===== src/rtl/edo_pkg.sv =====
package edo_pkg;
  typedef enum logic [2:0] {
    ST_IDLE, ST_RSET, ST_ROW, ST_CSET, ST_CAS, ST_PRE, ST_RCAS, ST_RRAS
  } edo_state_e;

  function automatic int cdiv(input int a, input int b);
    return (a + b - 1) / b;
  endfunction

  function automatic int max2(input int a, input int b);
    return (a > b) ? a : b;
  endfunction
endpackage


===== src/rtl/edo_addr_map.sv =====
module edo_addr_map #(
  parameter int ADDR_W   = 22,
  parameter int ROW_BITS = 11,
  parameter int COL_BITS = 11,
  parameter int MA_W     = 12
) (
  input  logic [ADDR_W-1:0] addr_i,
  output logic [MA_W-1:0]   row_ma_o,
  output logic [MA_W-1:0]   col_ma_o
);
  logic [ROW_BITS-1:0] row;
  logic [COL_BITS-1:0] col;
  assign row = addr_i[ADDR_W-1:COL_BITS];
  assign col = addr_i[COL_BITS-1:0];
  // unused upper pins stay low during the column phase
  assign row_ma_o = MA_W'(row);
  assign col_ma_o = MA_W'(col);
endmodule


===== src/rtl/edo_refresh_timer.sv =====
module edo_refresh_timer #(
  parameter int INTERVAL = 3125
) (
  input  logic clk_i,
  input  logic rst_ni,
  input  logic ack_i,
  output logic pend_o
);
  localparam int CNT_W = $clog2(INTERVAL + 1);
  logic [CNT_W-1:0] cnt_q;

  always_ff @(posedge clk_i or negedge rst_ni) begin
    if (!rst_ni) begin
      cnt_q  <= CNT_W'(INTERVAL - 1);
      pend_o <= 1'b0;
    end else begin
      if (cnt_q == '0) begin
        cnt_q  <= CNT_W'(INTERVAL - 1);
        pend_o <= 1'b1;
      end else begin
        cnt_q <= cnt_q - 1'b1;
        if (ack_i) pend_o <= 1'b0;
      end
    end
  end
endmodule


===== src/rtl/edo_page_ctrl.sv =====
module edo_page_ctrl
  import edo_pkg::*;
#(
  parameter int  ADDR_W            = 22,
  parameter int  DQ_W              = 4,
  parameter bit  REFRESH_4K        = 1'b0,
  parameter int  CLK_PERIOD_NS     = 10,
  parameter int  T_RC_NS           = 104,
  parameter int  T_RAC_NS          = 60,
  parameter int  T_PC_NS           = 25,
  parameter int  T_AA_NS           = 30,
  parameter int  T_CAC_NS          = 15,
  parameter int  T_CAS_NS          = 10,
  parameter int  REFRESH_PERIOD_NS = 64_000_000
) (
  input  logic              clk_i,
  input  logic              rst_ni,
  input  logic              req_valid_i,
  output logic              req_ready_o,
  input  logic              req_we_i,
  input  logic [ADDR_W-1:0] req_addr_i,
  input  logic [DQ_W-1:0]   req_wdata_i,
  output logic              rd_done_o,
  output logic [DQ_W-1:0]   rd_data_o,
  output logic              ras_n_o,
  output logic              cas_n_o,
  output logic              we_n_o,
  output logic              oe_n_o,
  output logic [11:0]       ma_o,
  output logic [DQ_W-1:0]   dq_o,
  output logic              dq_oe_o,
  input  logic [DQ_W-1:0]   dq_i
);
  localparam int ROW_BITS = REFRESH_4K ? 12 : 11;
  localparam int COL_BITS = REFRESH_4K ? 10 : 11;
  localparam int MA_W     = 12;
  localparam int ROWS     = 1 << ROW_BITS;
  // read CAS# low: access from CAS# plus one sampling cycle, and tAA after setup
  localparam int CAS_RD   = max2(max2(cdiv(T_CAC_NS, CLK_PERIOD_NS) + 1, cdiv(T_AA_NS, CLK_PERIOD_NS)),
                                 max2(cdiv(T_PC_NS, CLK_PERIOD_NS) - 1, cdiv(T_CAS_NS, CLK_PERIOD_NS)));
  localparam int CAS_WR   = max2(cdiv(T_CAS_NS, CLK_PERIOD_NS), cdiv(T_PC_NS, CLK_PERIOD_NS) - 1);
  localparam int RCD_CYC  = max2(1, cdiv(T_RAC_NS, CLK_PERIOD_NS) - CAS_RD);
  localparam int RP_CYC   = max2(1, cdiv(T_RC_NS - T_RAC_NS, CLK_PERIOD_NS));
  localparam int RREF_CYC = max2(1, cdiv(T_RAC_NS, CLK_PERIOD_NS));
  localparam int CAS_MIN  = cdiv(T_CAS_NS, CLK_PERIOD_NS);
  localparam int REF_INT  = max2(1, REFRESH_PERIOD_NS / ROWS / CLK_PERIOD_NS);

  edo_state_e          state_q;
  logic [7:0]          cnt_q;
  logic                row_open_q, req_held_q;
  logic [ROW_BITS-1:0] open_row_q;
  logic                req_we_q;
  logic [ADDR_W-1:0]   req_addr_q;
  logic [DQ_W-1:0]     req_wd_q;
  logic [MA_W-1:0]     row_ma, col_ma;
  logic                ref_pend, ref_ack, accept, hit;

  edo_addr_map #(
    .ADDR_W(ADDR_W), .ROW_BITS(ROW_BITS), .COL_BITS(COL_BITS), .MA_W(MA_W)
  ) u_map (
    .addr_i(req_addr_q), .row_ma_o(row_ma), .col_ma_o(col_ma)
  );

  edo_refresh_timer #(.INTERVAL(REF_INT)) u_ref (
    .clk_i(clk_i), .rst_ni(rst_ni), .ack_i(ref_ack), .pend_o(ref_pend)
  );

  assign req_ready_o = (state_q == ST_IDLE) && !ref_pend;
  assign accept      = req_valid_i && req_ready_o;
  assign ref_ack     = (state_q == ST_IDLE) && ref_pend && !row_open_q;
  assign hit         = row_open_q && (req_addr_i[ADDR_W-1:COL_BITS] == open_row_q);

  always_ff @(posedge clk_i or negedge rst_ni) begin
    if (!rst_ni) begin
      state_q    <= ST_IDLE;
      cnt_q      <= '0;
      row_open_q <= 1'b0;
      req_held_q <= 1'b0;
      open_row_q <= '0;
      req_we_q   <= 1'b0;
      req_addr_q <= '0;
      req_wd_q   <= '0;
      ras_n_o    <= 1'b1;
      cas_n_o    <= 1'b1;
      we_n_o     <= 1'b1;
      oe_n_o     <= 1'b1;
      ma_o       <= '0;
      dq_o       <= '0;
      dq_oe_o    <= 1'b0;
      rd_data_o  <= '0;
      rd_done_o  <= 1'b0;
    end else begin
      rd_done_o <= 1'b0;
      if (cnt_q != '0) cnt_q <= cnt_q - 1'b1;
      unique case (state_q)
        ST_IDLE: begin
          if (ref_pend) begin
            if (row_open_q) begin
              ras_n_o    <= 1'b1;
              row_open_q <= 1'b0;
              cnt_q      <= 8'(RP_CYC - 1);
              state_q    <= ST_PRE;
            end else begin
              cas_n_o <= 1'b0;
              state_q <= ST_RCAS;
            end
          end else if (accept) begin
            req_we_q   <= req_we_i;
            req_addr_q <= req_addr_i;
            req_wd_q   <= req_wdata_i;
            if (hit) begin
              state_q <= ST_CSET;
            end else if (row_open_q) begin
              ras_n_o    <= 1'b1;
              row_open_q <= 1'b0;
              req_held_q <= 1'b1;
              cnt_q      <= 8'(RP_CYC - 1);
              state_q    <= ST_PRE;
            end else begin
              state_q <= ST_RSET;
            end
          end
        end
        ST_RSET: begin
          ma_o       <= row_ma;
          state_q    <= ST_ROW;
        end
        ST_ROW: begin
          if (ras_n_o) begin
            ras_n_o    <= 1'b0;
            row_open_q <= 1'b1;
            open_row_q <= req_addr_q[ADDR_W-1:COL_BITS];
            cnt_q      <= 8'(RCD_CYC - 1);
          end else if (cnt_q == '0) begin
            state_q <= ST_CSET;
          end
        end
        ST_CSET: begin
          ma_o    <= col_ma;
          we_n_o  <= !req_we_q;
          dq_o    <= req_wd_q;
          dq_oe_o <= req_we_q;
          state_q <= ST_CAS;
          cnt_q   <= 8'(req_we_q ? CAS_WR : CAS_RD);
        end
        ST_CAS: begin
          if (!cas_n_o && cnt_q == 8'd1) begin
            cas_n_o <= 1'b1;
            oe_n_o  <= 1'b1;
            we_n_o  <= 1'b1;
            dq_oe_o <= 1'b0;
            if (!req_we_q) begin
              rd_data_o <= dq_i;
              rd_done_o <= 1'b1;
            end
            state_q <= ST_IDLE;
          end else if (cas_n_o) begin
            cas_n_o <= 1'b0;
            oe_n_o  <= req_we_q;
            cnt_q   <= cnt_q;
          end
        end
        ST_PRE: begin
          if (cnt_q == '0) begin
            state_q    <= req_held_q ? ST_RSET : ST_IDLE;
            req_held_q <= 1'b0;
          end
        end
        ST_RCAS: begin
          ras_n_o <= 1'b0;
          cnt_q   <= 8'(RREF_CYC - 1);
          state_q <= ST_RRAS;
        end
        ST_RRAS: begin
          if (cnt_q == '0) begin
            ras_n_o <= 1'b1;
            cas_n_o <= 1'b1;
            cnt_q   <= 8'(RP_CYC - 1);
            state_q <= ST_PRE;
          end
        end
        default: state_q <= ST_IDLE;
      endcase
    end
  end
endmodule


===== config.mk =====
export PLATFORM = sky130hd
export DESIGN_NAME = edo_page_ctrl
export DESIGN_NICKNAME = d
export VERILOG_FILES = /design/src/rtl/edo_pkg.sv /design/src/rtl/edo_addr_map.sv /design/src/rtl/edo_refresh_timer.sv /design/src/rtl/edo_page_ctrl.sv
export SDC_FILE = /design/constraint.sdc
export NUM_CORES = 1
export LEC_CHECK = 0
export BUFFER_PORTS_ARGS = -buffer_cell sky130_fd_sc_hd__buf_2
export CORE_MARGIN = 3
export CORE_UTILIZATION = 57
export CTS_CLUSTER_SIZE = 16
export DETAILED_ROUTE_END_ITERATION = 10
export GPL_TIMING_DRIVEN = 0
export PLACE_DENSITY_LB_ADDON = 0.1
export SETUP_SLACK_MARGIN = 0.1
export SYNTH_ARGS = -nofsm -noshare
export SYNTH_HDL_FRONTEND = slang
export SYNTH_SLANG_ARGS = --single-unit

===== constraint.sdc =====
create_clock -name clk_i -period 2.39 [get_ports clk_i]
set_input_delay 0.5975 -clock clk_i [delete_from_list [all_inputs] [get_ports clk_i]]
set_output_delay 0.5975 -clock clk_i [all_outputs]
set_load 0.02 [all_outputs]

==> metrics <==
DRT iter0 DRCs=between 200 and 250; PD cells=between 1000 and 1500 nW/um^2; Setup TNS=0 ns; Layout fillers=538; io pins=just over 60; Worst Slack Setup Final=a little over 0.2 ns; Worst Path Required=1.79 ns; Setup WS pre-CTS=roughly 0.087 ns; first-pass GRT wire length=15600 um; TritonCTS buffer count=9; R2R depth=7; worst flop-to-flop path startpoint=cnt_q[7]; Max Slew Vio Count=0; Worst-Margin Slew=approximately 0.76 ns; Hold Path Class=input port to asynchronous set/reset pin; die footprint=~8700 um^2; Max IR drop VDD=approximately 570 uV; Layout Area Growth over Synthesis=16.0%; die height=93.5 um; CTS Hold Buffers Added=0; top-count cell post-synth=dfrtp_1; Worst EP arrival=~1.6 ns; Power Total=6.29 mW; CTS max path bufs=2; Synth cell types=56; R2R setup slack=0.25 ns; asr flop ratio synth=100%; Critical Path Sink Type=output port; Routed WL per cell=between 15 and 20 um; total core area=7330 um^2; die width=roughly 93 um; Synth Flop Type=dfrtp_1; CTS root buf=clkbuf_8; Startpoint Class=flop; EDFF count, synth=0; Synth Area per Inst=11.1 um^2; Final Setup Violations=0; Yosys warnings=0; share of cells above drive strength 1=33.5%; RSZ-0062 raised after global routing=false; Tot GR Track Use=between 20% and 30%; Crit Path Max Fanout=6; initial antenna violation count=0; LEAKAGE=2.37 nW; crit path to=req_ready_o; clock sinks=89; vias in the first global route=about 3200; CP Class=flop to output port; Initial Util=between 50% and 60%; ant diodes=0; final hold viol count=0; crit share post-route=just over 90%; Critical Path Source=state_q[2]; # DRC=0; Post-Syn Area=4360 um^2; fin crit period=~2.2 ns; syn_nets=approximately 430; Area contributors post-synth=dfrtp_1 (46%), mux2_2 (12%), dfstp_2 (5.4%); RD Place Congestion=roughly 0.86; drt total wl=approximately 9400 um; detailed-route via count=3233; status=completed; #FFs+latches synth=89; FMAX=458 MHz; largest net degree at the start of global routing=52; final core utilization=between 60 and 70%; CTS tree=done; vias per inst=between 5 and 6; Critical R2R Capture=state_q[0]; maxcap violations=0; GRT overflow=0; # rows=31; Yosys top cell area share=45.9%; Routed Antenna Nets=0; Worst-Skew Late Latency=0.36 ns; DP HPWL=about 6700 um; leading area contributor after synthesis=dfrtp_1; Initial DRT Pass Iterations=4; cells after synthesis=393; sequential element share of the synthesized area=just over 50%; Post-synth top cells=dfrtp_1 (80), mux2_2 (47), nand2_1 (32); IO Port Bufs=58; Relative slew margins=about half; Fin Hold WS=0.196 ns; Reg clk slew, reported paths=~0.09 ns; clock skew=about 0.011 ns; Max H-tree Level=3; NumNets Final=504
==> placed cells by master, fill, tap and decap left out, drive strengths merged, types with 2 or more instances in the layout <==
cell type / instances
nand2: 33
a31oi: 5
nor2b: 3
o31ai: 4
and3: 2
nand3b: 3
nor3: 10
or3b: 2
inv: 15
or3: 4
mux2: 47
ha: 6
nor4: 11
a21o: 2
nor2: 28
clkbuf: 22
o211ai: 2
clkinv: 2
mux2i: 13
buf: 69
dfrtp: 80
xor2: 2
and2: 3
nand2b: 3
xnor2: 16
nand3: 4
a311o: 2
dfstp: 9
o22ai: 2
nor3b: 3
a21oi: 15
nor4b: 2
o21ai: 24
nand4: 4
==> power breakdown <==
group | leakage [nW] | total (mW) | internal [mW] | switching (mW)
Sequential | 1.13 | 2.52 | 2.10 | 0.420
Clock | 0.0952 | 0.990 | 0.421 | 0.569
Combinational | 1.14 | 2.78 | 1.30 | 1.48
==> how the worst min path moves through the flow <==
stage	cells after the start	to
floorplan	0	cnt_q[0]
global placement	2	ma_o[5]
detailed placement	2	ma_o[9]
CTS	1	cnt_q[2]
global route	1	cnt_q[2]
finish	1	cnt_q[1]
==> metal layers <==
metal | GRT usage [%] | routed length (um)
met4 | 8.67 | 142
met5 | 0 | 0
met3 | 3.94 | 391
met2 | 37.3 | 4690
met1 | 30.8 | 4140
==> final cells by class <==
cell class,instances,area (um^2),share of cell area (%)
repair buffers,60,328,6.48
flip-flops and latches,89,2240,44.3
well taps,99,124,2.45
multi-input cells,271,1980,39.1
inverters,12,50.0,0.989
clock buffers,10,138,2.72
clock inverters,6,50.0,0.989
plain buffers,21,154,3.04
==> cells by family (layout without fill, tap and decap cells) <==
| logic type | after synthesis | count (layout) | synth area share [%] |
|---|---|---|---|
| simple gates | 119 | 119 | 13.9 |
| flops | 89 | 89 | 51.3 |
| compound gates | 67 | 67 | 9.55 |
| mux | 60 | 60 | 15.1 |
| buf+inv | 33 | 109 | 4.65 |
| xor+xnor | 18 | 18 | 3.61 |
| fa+ha+maj | 6 | 6 | 1.72 |
| other cells | 1 | 1 | 0.0860 |
==> flip-flops by register name, indices dropped and copies added, names as in the netlist <==
| signal | count |
|---|---|
| rd_data_o | 4 |
| ras_n_o | 1 |
| oe_n_o | 1 |
| we_n_o | 1 |
| state_q | 3 |
| cnt_q | 8 |
| req_addr_q | 22 |
| req_held_q | 1 |
| u_ref.cnt_q | 12 |
| u_ref.pend_o | 1 |
| open_row_q | 11 |
| req_we_q | 1 |
| ma_o | 11 |
| cas_n_o | 1 |
| rd_done_o | 1 |
| req_wd_q | 4 |
| row_open_q | 1 |
| dq_oe_o | 1 |
| dq_o | 4 |
==> through the flow <==
stage | cells | cell area [um^2]
finish | 568 | 5060
detailed placement | 551 | 4810
global route | 568 | 5060
floorplan | 393 | 4370
global placement | 550 | 4780
CTS | 567 | 5010
==> worst max-delay path, stage by stage, from the launching register on <==
cell	delay [ns]
dfrtp_1	0.45
nor4_4	0.51
buf_2	0.27
==> what timing repair did <==
item | 4_1_cts | 5_1_grt
pin swaps | 0 | 1
setup endpoints to repair | 7 | 20
setup buffers | 0 | 1
resized for setup | 2 | 9
cloned | 0 | 0
Note: power is estimated with default switching activity, not from simulation.
